File: src/rtl/pg_pkg.sv
package pg_pkg;
  typedef enum logic [1:0] {
    PG_OK      = 2'd0,
    PG_BUSY    = 2'd1,
    PG_INVALID = 2'd2
  } pg_res_e;

  localparam logic [7:0] ADDR_CMD   = 8'h30;
  localparam logic [7:0] ADDR_CLAMP = 8'h34;
  localparam int START_BIT = 8;
  localparam int WANT_BIT  = 9;
  localparam int IDX_W     = 5;
  localparam int MAP_W     = 16;
endpackage

File: src/rtl/pg_tick_gen.sv
module pg_tick_gen #(
  parameter int DIV = 125
) (
  input  logic clk_i,
  input  logic rst_ni,
  output logic tick_o
);
  localparam int CW = (DIV > 2) ? $clog2(DIV) : 1;
  logic [CW-1:0] cnt_q;

  always_ff @(posedge clk_i or negedge rst_ni) begin
    if (!rst_ni) begin
      cnt_q  <= '0;
      tick_o <= 1'b0;
    end else if (cnt_q == CW'(DIV - 1)) begin
      cnt_q  <= '0;
      tick_o <= 1'b1;
    end else begin
      cnt_q  <= cnt_q + 1'b1;
      tick_o <= 1'b0;
    end
  end

  // DIV >= 2 gives isolated ticks
  a_r11_tick_isolated: assert property (@(posedge clk_i) disable iff (!rst_ni)
    tick_o |=> !tick_o);
endmodule

File: src/rtl/pg_clamp_map.sv
module pg_clamp_map #(
  parameter int NUM_PART = 14,
  parameter int PCIE_IDX = 3,
  parameter int VDEC_IDX = 4,
  parameter int W        = 16,
  parameter int IW       = 5
) (
  input  logic [IW-1:0] idx_i,
  output logic [W-1:0]  mask_o
);
  for (genvar g = 0; g < W; g++) begin : g_bit
    localparam int SRC = (g == PCIE_IDX) ? VDEC_IDX :
                         (g == VDEC_IDX) ? PCIE_IDX : g;
    if (g < NUM_PART) begin : g_live
      assign mask_o[g] = (idx_i == IW'(SRC));
    end else begin : g_dead
      assign mask_o[g] = 1'b0;
    end
  end
endmodule

File: src/rtl/pg_seq.sv
module pg_seq
  import pg_pkg::*;
#(
  parameter int             NUM_PART   = 14,
  parameter logic [MAP_W-1:0] CPU_MASK = 16'h0E01,
  parameter int             POLL_TICKS = 10,
  parameter int             MAX_TRIES  = 100
) (
  input  logic             clk_i,
  input  logic             rst_ni,
  input  logic             start_i,
  input  logic [IDX_W-1:0] idx_i,
  input  logic             want_i,
  input  logic             tick_i,
  input  logic [MAP_W-1:0] status_i,
  output logic             toggle_o,
  output logic [IDX_W-1:0] toggle_idx_o,
  output logic             busy_o,
  output logic             done_o,
  output pg_res_e          result_o
);
  localparam int SW = $clog2(MAP_W);
  localparam int PW = $clog2(POLL_TICKS + 1);
  localparam int TW = $clog2(MAX_TRIES + 1);

  typedef enum logic {ST_IDLE, ST_WAIT} st_e;
  st_e st_q;
  logic [IDX_W-1:0] idx_q;
  logic want_q;
  logic [PW-1:0] poll_q;
  logic [TW-1:0] try_q;

  logic in_range, cur_in, cur_q, is_cpu;
  assign in_range = idx_i < IDX_W'(NUM_PART);
  assign cur_in   = status_i[idx_i[SW-1:0]];
  assign is_cpu   = CPU_MASK[idx_i[SW-1:0]];
  assign cur_q    = status_i[idx_q[SW-1:0]];

  assign toggle_idx_o = idx_q;
  assign busy_o       = (st_q == ST_WAIT);

  always_ff @(posedge clk_i or negedge rst_ni) begin
    if (!rst_ni) begin
      st_q     <= ST_IDLE;
      idx_q    <= '0;
      want_q   <= 1'b0;
      poll_q   <= '0;
      try_q    <= '0;
      toggle_o <= 1'b0;
      done_o   <= 1'b0;
      result_o <= PG_OK;
    end else begin
      toggle_o <= 1'b0;
      done_o   <= 1'b0;
      case (st_q)
        ST_IDLE: if (start_i) begin
          idx_q  <= idx_i;
          want_q <= want_i;
          poll_q <= '0;
          try_q  <= '0;
          if (!in_range) begin
            done_o   <= 1'b1;
            result_o <= PG_INVALID;
          end else if (cur_in == want_i) begin
            done_o   <= 1'b1;
            result_o <= PG_OK;
          end else if (is_cpu) begin
            toggle_o <= 1'b1;
            done_o   <= 1'b1;
            result_o <= PG_OK;
          end else begin
            toggle_o <= 1'b1;
            st_q     <= ST_WAIT;
          end
        end
        ST_WAIT: if (tick_i) begin
          if (cur_q == want_q) begin
            done_o   <= 1'b1;
            result_o <= PG_OK;
            st_q     <= ST_IDLE;
          end else if (poll_q == PW'(POLL_TICKS - 1)) begin
            poll_q <= '0;
            if (try_q == TW'(MAX_TRIES - 1)) begin
              done_o   <= 1'b1;
              result_o <= PG_BUSY;
              st_q     <= ST_IDLE;
            end else begin
              toggle_o <= 1'b1;
              try_q    <= try_q + 1'b1;
            end
          end else begin
            poll_q <= poll_q + 1'b1;
          end
        end
        default: st_q <= ST_IDLE;
      endcase
    end
  end

  a_r10_done_pulse: assert property (@(posedge clk_i) disable iff (!rst_ni)
    done_o |=> !done_o);
  a_r3_invalid_no_toggle: assert property (@(posedge clk_i) disable iff (!rst_ni)
    (done_o && result_o == PG_INVALID) |-> !toggle_o);
  a_r8_toggle_context: assert property (@(posedge clk_i) disable iff (!rst_ni)
    toggle_o |-> (busy_o || done_o));
  a_r6_poll_bound: assert property (@(posedge clk_i) disable iff (!rst_ni)
    poll_q < PW'(POLL_TICKS));
  a_r7_try_bound: assert property (@(posedge clk_i) disable iff (!rst_ni)
    try_q < TW'(MAX_TRIES));
  a_r7_busy_from_wait: assert property (@(posedge clk_i) disable iff (!rst_ni)
    (done_o && result_o == PG_BUSY) |-> $past(busy_o));
endmodule

File: src/rtl/pg_toggle_ctrl.sv
module pg_toggle_ctrl
  import pg_pkg::*;
#(
  parameter int               NUM_PART   = 14,
  parameter logic [MAP_W-1:0] CPU_MASK   = 16'h0E01,
  parameter int               PCIE_IDX   = 3,
  parameter int               VDEC_IDX   = 4,
  parameter int               TICK_DIV   = 125,
  parameter int               POLL_TICKS = 10,
  parameter int               MAX_TRIES  = 100
) (
  input  logic             clk_i,
  input  logic             rst_ni,
  input  logic             wr_en_i,
  input  logic [7:0]       wr_addr_i,
  input  logic [31:0]      wr_data_i,
  input  logic [MAP_W-1:0] pwr_status_i,
  output logic             toggle_o,
  output logic [IDX_W-1:0] toggle_idx_o,
  output logic [MAP_W-1:0] clamp_clr_o,
  output logic             busy_o,
  output logic             done_o,
  output logic [1:0]       result_o
);
  logic cmd_start, clamp_wr, tick;
  logic [MAP_W-1:0] clamp_mask;
  pg_res_e res;
  logic unused_data;

  assign unused_data = ^{wr_data_i[31:WANT_BIT+1], wr_data_i[START_BIT-1:IDX_W]};
  assign cmd_start = wr_en_i && (wr_addr_i == ADDR_CMD) && wr_data_i[START_BIT];
  assign clamp_wr  = wr_en_i && (wr_addr_i == ADDR_CLAMP);
  assign result_o  = res;

  pg_tick_gen #(.DIV(TICK_DIV)) u_tick (
    .clk_i, .rst_ni, .tick_o(tick)
  );

  pg_clamp_map #(
    .NUM_PART(NUM_PART), .PCIE_IDX(PCIE_IDX), .VDEC_IDX(VDEC_IDX),
    .W(MAP_W), .IW(IDX_W)
  ) u_clamp (
    .idx_i(wr_data_i[IDX_W-1:0]), .mask_o(clamp_mask)
  );

  pg_seq #(
    .NUM_PART(NUM_PART), .CPU_MASK(CPU_MASK),
    .POLL_TICKS(POLL_TICKS), .MAX_TRIES(MAX_TRIES)
  ) u_seq (
    .clk_i, .rst_ni,
    .start_i(cmd_start),
    .idx_i(wr_data_i[IDX_W-1:0]),
    .want_i(wr_data_i[WANT_BIT]),
    .tick_i(tick),
    .status_i(pwr_status_i),
    .toggle_o, .toggle_idx_o, .busy_o, .done_o,
    .result_o(res)
  );

  always_ff @(posedge clk_i or negedge rst_ni) begin
    if (!rst_ni) clamp_clr_o <= '0;
    else         clamp_clr_o <= clamp_wr ? clamp_mask : '0;
  end

  a_r9_clamp_onehot: assert property (@(posedge clk_i) disable iff (!rst_ni)
    $onehot0(clamp_clr_o));
  a_r9_clamp_single: assert property (@(posedge clk_i) disable iff (!rst_ni)
    (clamp_clr_o != '0) |-> $past(clamp_wr));
endmodule

File: config.mk
export PLATFORM = sky130hd
export DESIGN_NAME = pg_toggle_ctrl
export DESIGN_NICKNAME = d
export VERILOG_FILES = /design/src/rtl/pg_pkg.sv /design/src/rtl/pg_tick_gen.sv /design/src/rtl/pg_clamp_map.sv /design/src/rtl/pg_seq.sv /design/src/rtl/pg_toggle_ctrl.sv
export SDC_FILE = /design/constraint.sdc
export NUM_CORES = 1
export LEC_CHECK = 0
export CORE_MARGIN = 4
export CORE_UTILIZATION = 35
export CTS_CLUSTER_DIAMETER = 80
export CTS_CLUSTER_SIZE = 10
export DETAILED_ROUTE_END_ITERATION = 10
export PLACE_DENSITY = 0.75
export SYNTH_ARGS = -nofsm -noshare
export SYNTH_HDL_FRONTEND = slang
export SYNTH_SLANG_ARGS = --single-unit
File: constraint.sdc
create_clock -name clk_i -period 3.2 [get_ports clk_i]
set_input_delay 0.64 -clock clk_i [delete_from_list [all_inputs] [get_ports clk_i]]
set_output_delay 0.64 -clock clk_i [all_outputs]
set_load 0.02 [all_outputs]
==> summary.txt, run 1 <==
Pwr
  – Overall power consumption: 1140 uW
  – Sequential cell fraction of total power: 0.500
  – IR Drop Worst-Case VDD: 0.000289 V
  – Clock share of power: 0.378
  – Switching share of power: 0.231
  – Pwr per Cell Area: 366 nW/um^2
  – Combinational share of power: 0.122
  – Power dissipated by switching net loads: 264 uW
  – Reported leakage power: 0.00133 uW
  – Internal power: 878 uW

Final layout
  – Area growth from synthesis to final layout: 33.6%
  – Utilization after layout: 0.486
  – Total of fill cells in the finished design: 582
  – Count of antenna diodes in the layout: 0
  – Post-layout instance area: 3120 um^2
  – Footprint of the multi-input gates: 1110 um^2
  – Share of post-route cells with drive strength above 1: 0.125
  – FF+latch area: 1100 um^2
  – Final net count: 344

CTS
  – Clock H-tree levels: 2
  – Sink Count: 44
  – Clock transition at path regs: 0.09 ns
  – Clock latency on the worst-skew pair: 0.30 ns
  – Maximum count of clock buffers along a single path: 2
  – CTS tree: built
  – Number of buffers inserted for hold repair after clock tree synthesis: 0
  – # resized after CTS: 0
  – Cell at the root of the clock tree: sky130_fd_sc_hd__clkbuf_8
  – Post-CTS repair timing setup buffer count: 0
  – Number of CTS-inserted buffers: 5

Routing
  – Detailed-route vias per instance: 5.26
  – # DRC: 0
  – Final routed wire length divided by cell count: 14.7 um
  – DR vias: 1883
  – Starting DRC count in detailed routing: 68
  – Total Wirelength: 5.28 mm
  – Antenna-violating nets left: 0
  – First drt pass iteration count: 4

GRT
  – Global-route wire length before repair: 8.83 mm
  – Largest net degree at the start of global routing: 45
  – Final global-route overflow total: 0
  – Global Route Usage Sum: 0.142
  – Number of antenna violations at the first check in global routing: 0
  – Via count of the first global-routing pass: 1876

Logic synthesis
  – Share of the synthesized area in the top cell type: 0.472
  – FFs w/ async S/R, synth: 1.00
  – Netlist area before placement: 2330 um^2
  – Proportion of synthesized chip area in sequential cells: 0.472
  – Library cell occupying the most area in the post-synthesis netlist: sky130_fd_sc_hd__dfrtp_1
  – Number of instances in the synthesized netlist: 218
  – Unique cell type count in the Yosys netlist: 47
  – Main synth FF type: sky130_fd_sc_hd__dfrtp_1
  – Avg Synthesized Cell Area: 10.7 um^2
  – Cell types occupying the most area after synthesis: sky130_fd_sc_hd__dfrtp_1, sky130_fd_sc_hd__mux4_2, sky130_fd_sc_hd__mux4_1, sky130_fd_sc_hd__nand2_1, sky130_fd_sc_hd__nor2_1
  – Count of flip-flops with a built-in enable after synthesis: 0
  – YS warnings: 0
  – Flip-flop and latch count after synthesis: 44

Timing
  – Final setup violation count: 0
  – Final hold slack: 0.492 ns
  – Total Neg Setup Slack: 0 ns
  – Final Cycle Share: 0.936
  – Final number of max-transition violations: 0
  – Skew final: 0.00580 ns
  – Final period demand of the worst path: 2.99 ns
  – Transition time at the pin with the least slew margin: 0.990 ns
  – Final hold violation count: 0
  – Highest clock rate: 0.334 GHz
  – Setup repair after global routing missed its margin: no
  – Worst slew margin relative to its limit: 0.340

Floorplanning
  – Die Width: 89.7 um
  – Number of top-level design ports: 85
  – Chip height: 89.7 um
  – Number of rows in the core area: 29
  – Die area: 8040 um^2
  – Effective utilization at floorplan: 0.364
  – Core outline area: 6420 um^2

Worst setup path
  – Startpoint kind of the worst setup timing path: input port
  – CP Capture Type: flip-flop
  – Data arrival, critical path: 3.22 ns
  – Critical path class: input port to flip-flop
  – Crit Path Max Fanout: 8
  – Worst reg2reg path depth: 6
  – WP data required: 3.43 ns

Min path
  – Cells on Worst Hold Path: 1
  – Type of the tightest min-delay check: flip-flop to flip-flop

Placed design
  – I/O Buffers: 57
  – Detailed-placement wirelength estimate: 4.06 mm
  – Final Wtd Congestion: 0.766
  – Placement-stage cell area: 3000 um^2

Status
  – Status: finished clean

Run
  – Max-cap violations: 0
Yosys cell counts (3+ instances only):
library cell	number
sky130_fd_sc_hd__dfrtp_1	44
sky130_fd_sc_hd__nand2_1	27
sky130_fd_sc_hd__nor2_1	23
sky130_fd_sc_hd__a21oi_1	9
sky130_fd_sc_hd__nand3_1	9
sky130_fd_sc_hd__clkbuf_1	7
sky130_fd_sc_hd__inv_1	7
sky130_fd_sc_hd__nor3_1	7
sky130_fd_sc_hd__mux4_2	6
sky130_fd_sc_hd__ha_1	5
sky130_fd_sc_hd__o21ai_0	5
sky130_fd_sc_hd__o31ai_1	5
sky130_fd_sc_hd__or4_1	5
sky130_fd_sc_hd__mux4_1	4
sky130_fd_sc_hd__and2_1	3
sky130_fd_sc_hd__and3_1	3
sky130_fd_sc_hd__buf_6	3
sky130_fd_sc_hd__nand3b_1	3
sky130_fd_sc_hd__nand4_1	3
sky130_fd_sc_hd__xnor2_1	3
placed cells by master, fill, tap and decap left out, types with 2 or more instances in the layout:
cell / instances
sky130_fd_sc_hd__inv_1: 7
sky130_fd_sc_hd__or4_1: 5
sky130_fd_sc_hd__buf_4: 11
sky130_fd_sc_hd__nand3b_1: 3
sky130_fd_sc_hd__xor2_1: 2
sky130_fd_sc_hd__and3_1: 3
sky130_fd_sc_hd__xnor2_1: 3
sky130_fd_sc_hd__and2_1: 3
sky130_fd_sc_hd__mux4_2: 6
sky130_fd_sc_hd__nor3b_1: 2
sky130_fd_sc_hd__clkbuf_8: 5
sky130_fd_sc_hd__mux2_4: 2
sky130_fd_sc_hd__clkinv_4: 2
sky130_fd_sc_hd__nor3_1: 7
sky130_fd_sc_hd__ha_1: 5
sky130_fd_sc_hd__a31o_2: 2
sky130_fd_sc_hd__nand3_1: 9
sky130_fd_sc_hd__dfrtp_1: 44
sky130_fd_sc_hd__nor2_1: 23
sky130_fd_sc_hd__nand4_1: 3
sky130_fd_sc_hd__nand2b_1: 2
sky130_fd_sc_hd__nand2_1: 27
sky130_fd_sc_hd__or3_1: 2
sky130_fd_sc_hd__o21ai_0: 5
sky130_fd_sc_hd__o21ai_1: 2
sky130_fd_sc_hd__a21o_1: 2
sky130_fd_sc_hd__conb_1: 2
sky130_fd_sc_hd__mux4_1: 4
sky130_fd_sc_hd__o31ai_1: 5
sky130_fd_sc_hd__clkdlybuf4s50_1: 56
sky130_fd_sc_hd__a21oi_1: 9
final timing paths:
kind | from | endpoint | slack [ns]
setup / recovery | pwr_status_i[7] | u_seq.try_q[6] | 0.21
hold reg to reg | u_tick.cnt_q[6] | u_tick.cnt_q[6] | 0.49
min in group asynchronous | rst_ni | u_seq.try_q[5] | 0.50
max in group asynchronous | rst_ni | u_tick.cnt_q[4] | 2.08
hold / removal | u_tick.cnt_q[6] | u_tick.cnt_q[6] | 0.49
setup reg to reg | u_seq.toggle_idx_o[2] | u_seq.try_q[6] | 0.39
per-stage QoR:
stage,setup slack (ns),std cells
after detailed placement,-0.118,350
after floorplan,0.597,219
final,0.205,358
after global routing,0.0908,358
after CTS,0.189,358
after global placement,-0.0402,350
kinds of logic (layout without fill, tap and decap cells):
logic type | count (synthesis) | after routing | share of synthesized area
XOR/XNOR | 6 | 6 | 0.0257
AND/OR/NAND/NOR | 96 | 96 | 0.208
other | 1 | 2 | 0.00161
AO/OA/AOI/OAI | 32 | 32 | 0.0959
adder cells (fa/ha/maj) | 5 | 5 | 0.0268
multiplexers | 12 | 12 | 0.116
buffers and inverters | 22 | 84 | 0.0541
flip-flops | 44 | 44 | 0.472
registers in the layout, indices dropped and copies added (netlist names), 2 cells and up:
name / cells
clamp_clr_o: 14
u_seq.try_q: 7
u_seq.toggle_idx_o: 5
u_seq.result_o: 2
u_tick.cnt_q: 7
u_seq.poll_q: 4
final cells by class:
type / instances / share of cell area
clock inverter: 3 / 0.0152
inverter: 7 / 0.00842
clock buffer: 5 / 0.0221
multi-input combinational: 153 / 0.356
sequential: 44 / 0.353
tap: 77 / 0.0309
timing repair buffer: 69 / 0.214
critical path: stages:
cell and delay, ns:
sky130_fd_sc_hd__clkdlybuf4s50_1 0.43, sky130_fd_sc_hd__mux4_1 0.52, sky130_fd_sc_hd__mux4_2 0.52, sky130_fd_sc_hd__xnor2_2 0.25, sky130_fd_sc_hd__buf_4 0.21, sky130_fd_sc_hd__or4_1 0.50, sky130_fd_sc_hd__a21oi_1 0.16
per-layer routing:
metal,up-vias,GRT usage,wire (um)
met3,5,0.0520,393
met2,50,0.245,2620
met4,0,0.0311,43
met5,-,0,0
met1,917,0.169,2220
li1,911,-,-
power by group through the flow:
| stage | logic (uW) | clock network [uW] | registers, uW |
|---|---|---|---|
| final | 139 | 432 | 571 |
| after global routing | 152 | 474 | 573 |
| after CTS | 141 | 446 | 571 |
| after detailed placement | 140 | 0 | 582 |
| after global placement | 136 | 0 | 582 |
| after floorplan | 62.2 | 0 | 582 |
Power figures use the tool's default switching activity.
==> run 2: changes to the inputs <==
--- a/config.mk
+++ b/config.mk
@@ -11,6 +11,7 @@
 export CTS_CLUSTER_SIZE = 10
 export DETAILED_ROUTE_END_ITERATION = 10
 export PLACE_DENSITY = 0.75
+export SETUP_SLACK_MARGIN = 0.2
 export SYNTH_ARGS = -nofsm -noshare
 export SYNTH_HDL_FRONTEND = slang
 export SYNTH_SLANG_ARGS = --single-unit
==> run 2 against run 1 <==
Against the previous run: sequential share of layout area shrank 0.21 points; sequential power about the same; power rose by 0.55%; die area is the same; count of clock-buffer cells in the layout unchanged; combinational power increased by 3%; worst hold slack gained 0.0036 ns; critical path type unchanged.
==> summary.txt, run 2 (same netlist as run 1, synthesis figures left out) <==
Status
  – Status: finished clean

CTS
  – Clock H-tree levels: 2
  – Number of CTS-inserted buffers: 5
  – CTS tree: built
  – Clock latency on the worst-skew pair: 0.30 ns
  – Sink Count: 44
  – Cell at the root of the clock tree: sky130_fd_sc_hd__clkbuf_8
  – Clock transition at path regs: 0.09 ns
  – Maximum count of clock buffers along a single path: 2

Worst setup path
  – Worst reg2reg path depth: 6
  – CP Capture Type: flip-flop
  – Startpoint kind of the worst setup timing path: input port
  – Crit Path Max Fanout: 7
  – CP Cell Sequence: clkdlybuf4s50_1, mux4_2, mux4_2, xnor2_4, buf_4, or4_1, a21oi_2
  – WP data required: 3.43 ns
  – Cell seen most often among critical-path stages: sky130_fd_sc_hd__mux4_2
  – Worst reg2reg setup slack: 0.45 ns
  – CP max stage cell: sky130_fd_sc_hd__mux4_2
  – Critical register-to-register path endpoint: u_seq.try_q[6]
  – Biggest cell delay along the critical path: 0.55 ns
  – Data arrival, critical path: 3.15 ns
  – Number of buffer and inverter instances along the worst setup path: 2
  – Reg-to-reg critical path startpoint: u_seq.toggle_idx_o[2]
  – Critical path class: input port to flip-flop
  – Family with the most delay on the worst path: multiplexers

GRT
  – Number of antenna violations at the first check in global routing: 0
  – Global-route wire length before repair: 8.88 mm
  – Via count of the first global-routing pass: 1885
  – Largest net degree at the start of global routing: 45
  – Global Route Usage Sum: 0.143
  – Final global-route overflow total: 0

Timing
  – Highest clock rate: 0.343 GHz
  – Final Cycle Share: 0.910
  – Setup repair after global routing missed its margin: no
  – Transition time at the pin with the least slew margin: 0.993 ns
  – Final setup violation count: 0
  – Final hold violation count: 0
  – Worst slew margin relative to its limit: 0.338
  – Final hold slack: 0.496 ns
  – Final period demand of the worst path: 2.91 ns
  – Skew final: 0.00560 ns
  – Total Neg Setup Slack: 0 ns
  – Final number of max-transition violations: 0

Pwr
  – IR Drop Worst-Case VDD: 0.000290 V
  – Pwr per Cell Area: 366 nW/um^2
  – Reported leakage power: 0.00133 uW
  – Overall power consumption: 1150 uW

Routing
  – First drt pass iteration count: 4
  – Starting DRC count in detailed routing: 54
  – Detailed-route vias per instance: 5.29
  – Wire length on met2: 2.74 mm
  – Final routed wire length divided by cell count: 15.0 um
  – DR vias: 1900
  – Antenna-violating nets left: 0
  – Top routing layer in use: met4
  – Met3 routed WL: 358 um
  – Total Wirelength: 5.38 mm
  – DRT met1 WL: 2.25 mm
  – # DRC: 0

Min path
  – Type of the tightest min-delay check: input port to async pin

Final layout
  – Flip-flop count of the largest register after layout: 14
  – Area growth from synthesis to final layout: 34.4%
  – Share of post-route cells with drive strength above 1: 0.142
  – Final net count: 345
  – Largest registers: clamp_clr_o (14), u_seq.try_q (7), u_tick.cnt_q (7)
  – Top library cells by usage in the layout, fill and taps aside: sky130_fd_sc_hd__clkdlybuf4s50_1, sky130_fd_sc_hd__dfrtp_1, sky130_fd_sc_hd__nand2_1
  – Register ranked first by flip-flop count: clamp_clr_o
  – Count of antenna diodes in the layout: 0
  – Leading cell type in the layout, fill and taps excluded: sky130_fd_sc_hd__clkdlybuf4s50_1
  – Utilization after layout: 0.489

Run
  – Max-cap violations: 0

Floorplanning
  – Chip height: 89.7 um
  – Effective utilization at floorplan: 0.364
  – Number of rows in the core area: 29
  – Number of top-level design ports: 85
  – Core outline area: 6420 um^2
  – Die area: 8040 um^2
  – Die Width: 89.7 um

Placed design
  – Final Wtd Congestion: 0.766
  – Detailed-placement wirelength estimate: 4.06 mm
  – I/O Buffers: 57
==> run 2: changes by cell type in the layout (fill, tap and decap cells not counted), sizes merged <==
cell | before | now
buf | 13 | 14
==> run 2: cell type report <==
class / instances / area [um^2]
Multi-Input combinational cell: 153 / 1120
Clock inverter: 3 / 47.5
Clock buffer: 5 / 68.8
Timing Repair Buffer: 70 / 676
Fill cell: 584 / 3280
Inverter: 7 / 26.3
Tap cell: 77 / 96.3
Sequential cell: 44 / 1100
==> run 2: per-stage QoR <==
stage	instance area, um^2	cells	setup WS, ns
2_1_floorplan	2340	219	0.597
3_3_place_gp	3000	350	-0.0402
3_5_place_dp	3000	350	-0.118
4_1_cts	3130	358	0.222
5_1_grt	3140	359	0.210
6_report	3140	359	0.287
==> run 2: how the worst max path moves through the flow <==
stage | from | endpoint | cells past startpoint
detailed placement | pwr_status_i[7] | u_seq.try_q[5] | 7
CTS | pwr_status_i[7] | u_seq.try_q[5] | 7
global placement | pwr_status_i[11] | u_seq.try_q[5] | 7
finish | pwr_status_i[15] | u_seq.try_q[6] | 7
floorplan | u_seq.toggle_idx_o[2] | u_seq.try_q[3] | 7
global route | wr_data_i[0] | u_seq.result_o[0] | 6
==> run 2: where the power goes <==
part | leakage (uW) | switching [uW] | total (uW) | internal (uW)
Combinational | 0.000693 | 60.1 | 143 | 82.9
Clock | 0.0000583 | 198 | 434 | 235
Sequential | 0.000581 | 9.11 | 572 | 563
Total | 0.00133 | 268 | 1150 | 881
==> run 2: what timing repair did <==
item,CTS,global route
setup buffers,0,1
hold buffers,0,0
gates resized for setup,1,4
pin swaps,0,1
endpoints found under the setup margin,2,4
==> run 2: metal layers <==
layer | track usage | vias to the layer above
met1 | 0.167 | 940
met2 | 0.251 | 46
met4 | 0.0311 | 0
li1 | - | 911
met5 | 0 | -
met3 | 0.0511 | 3
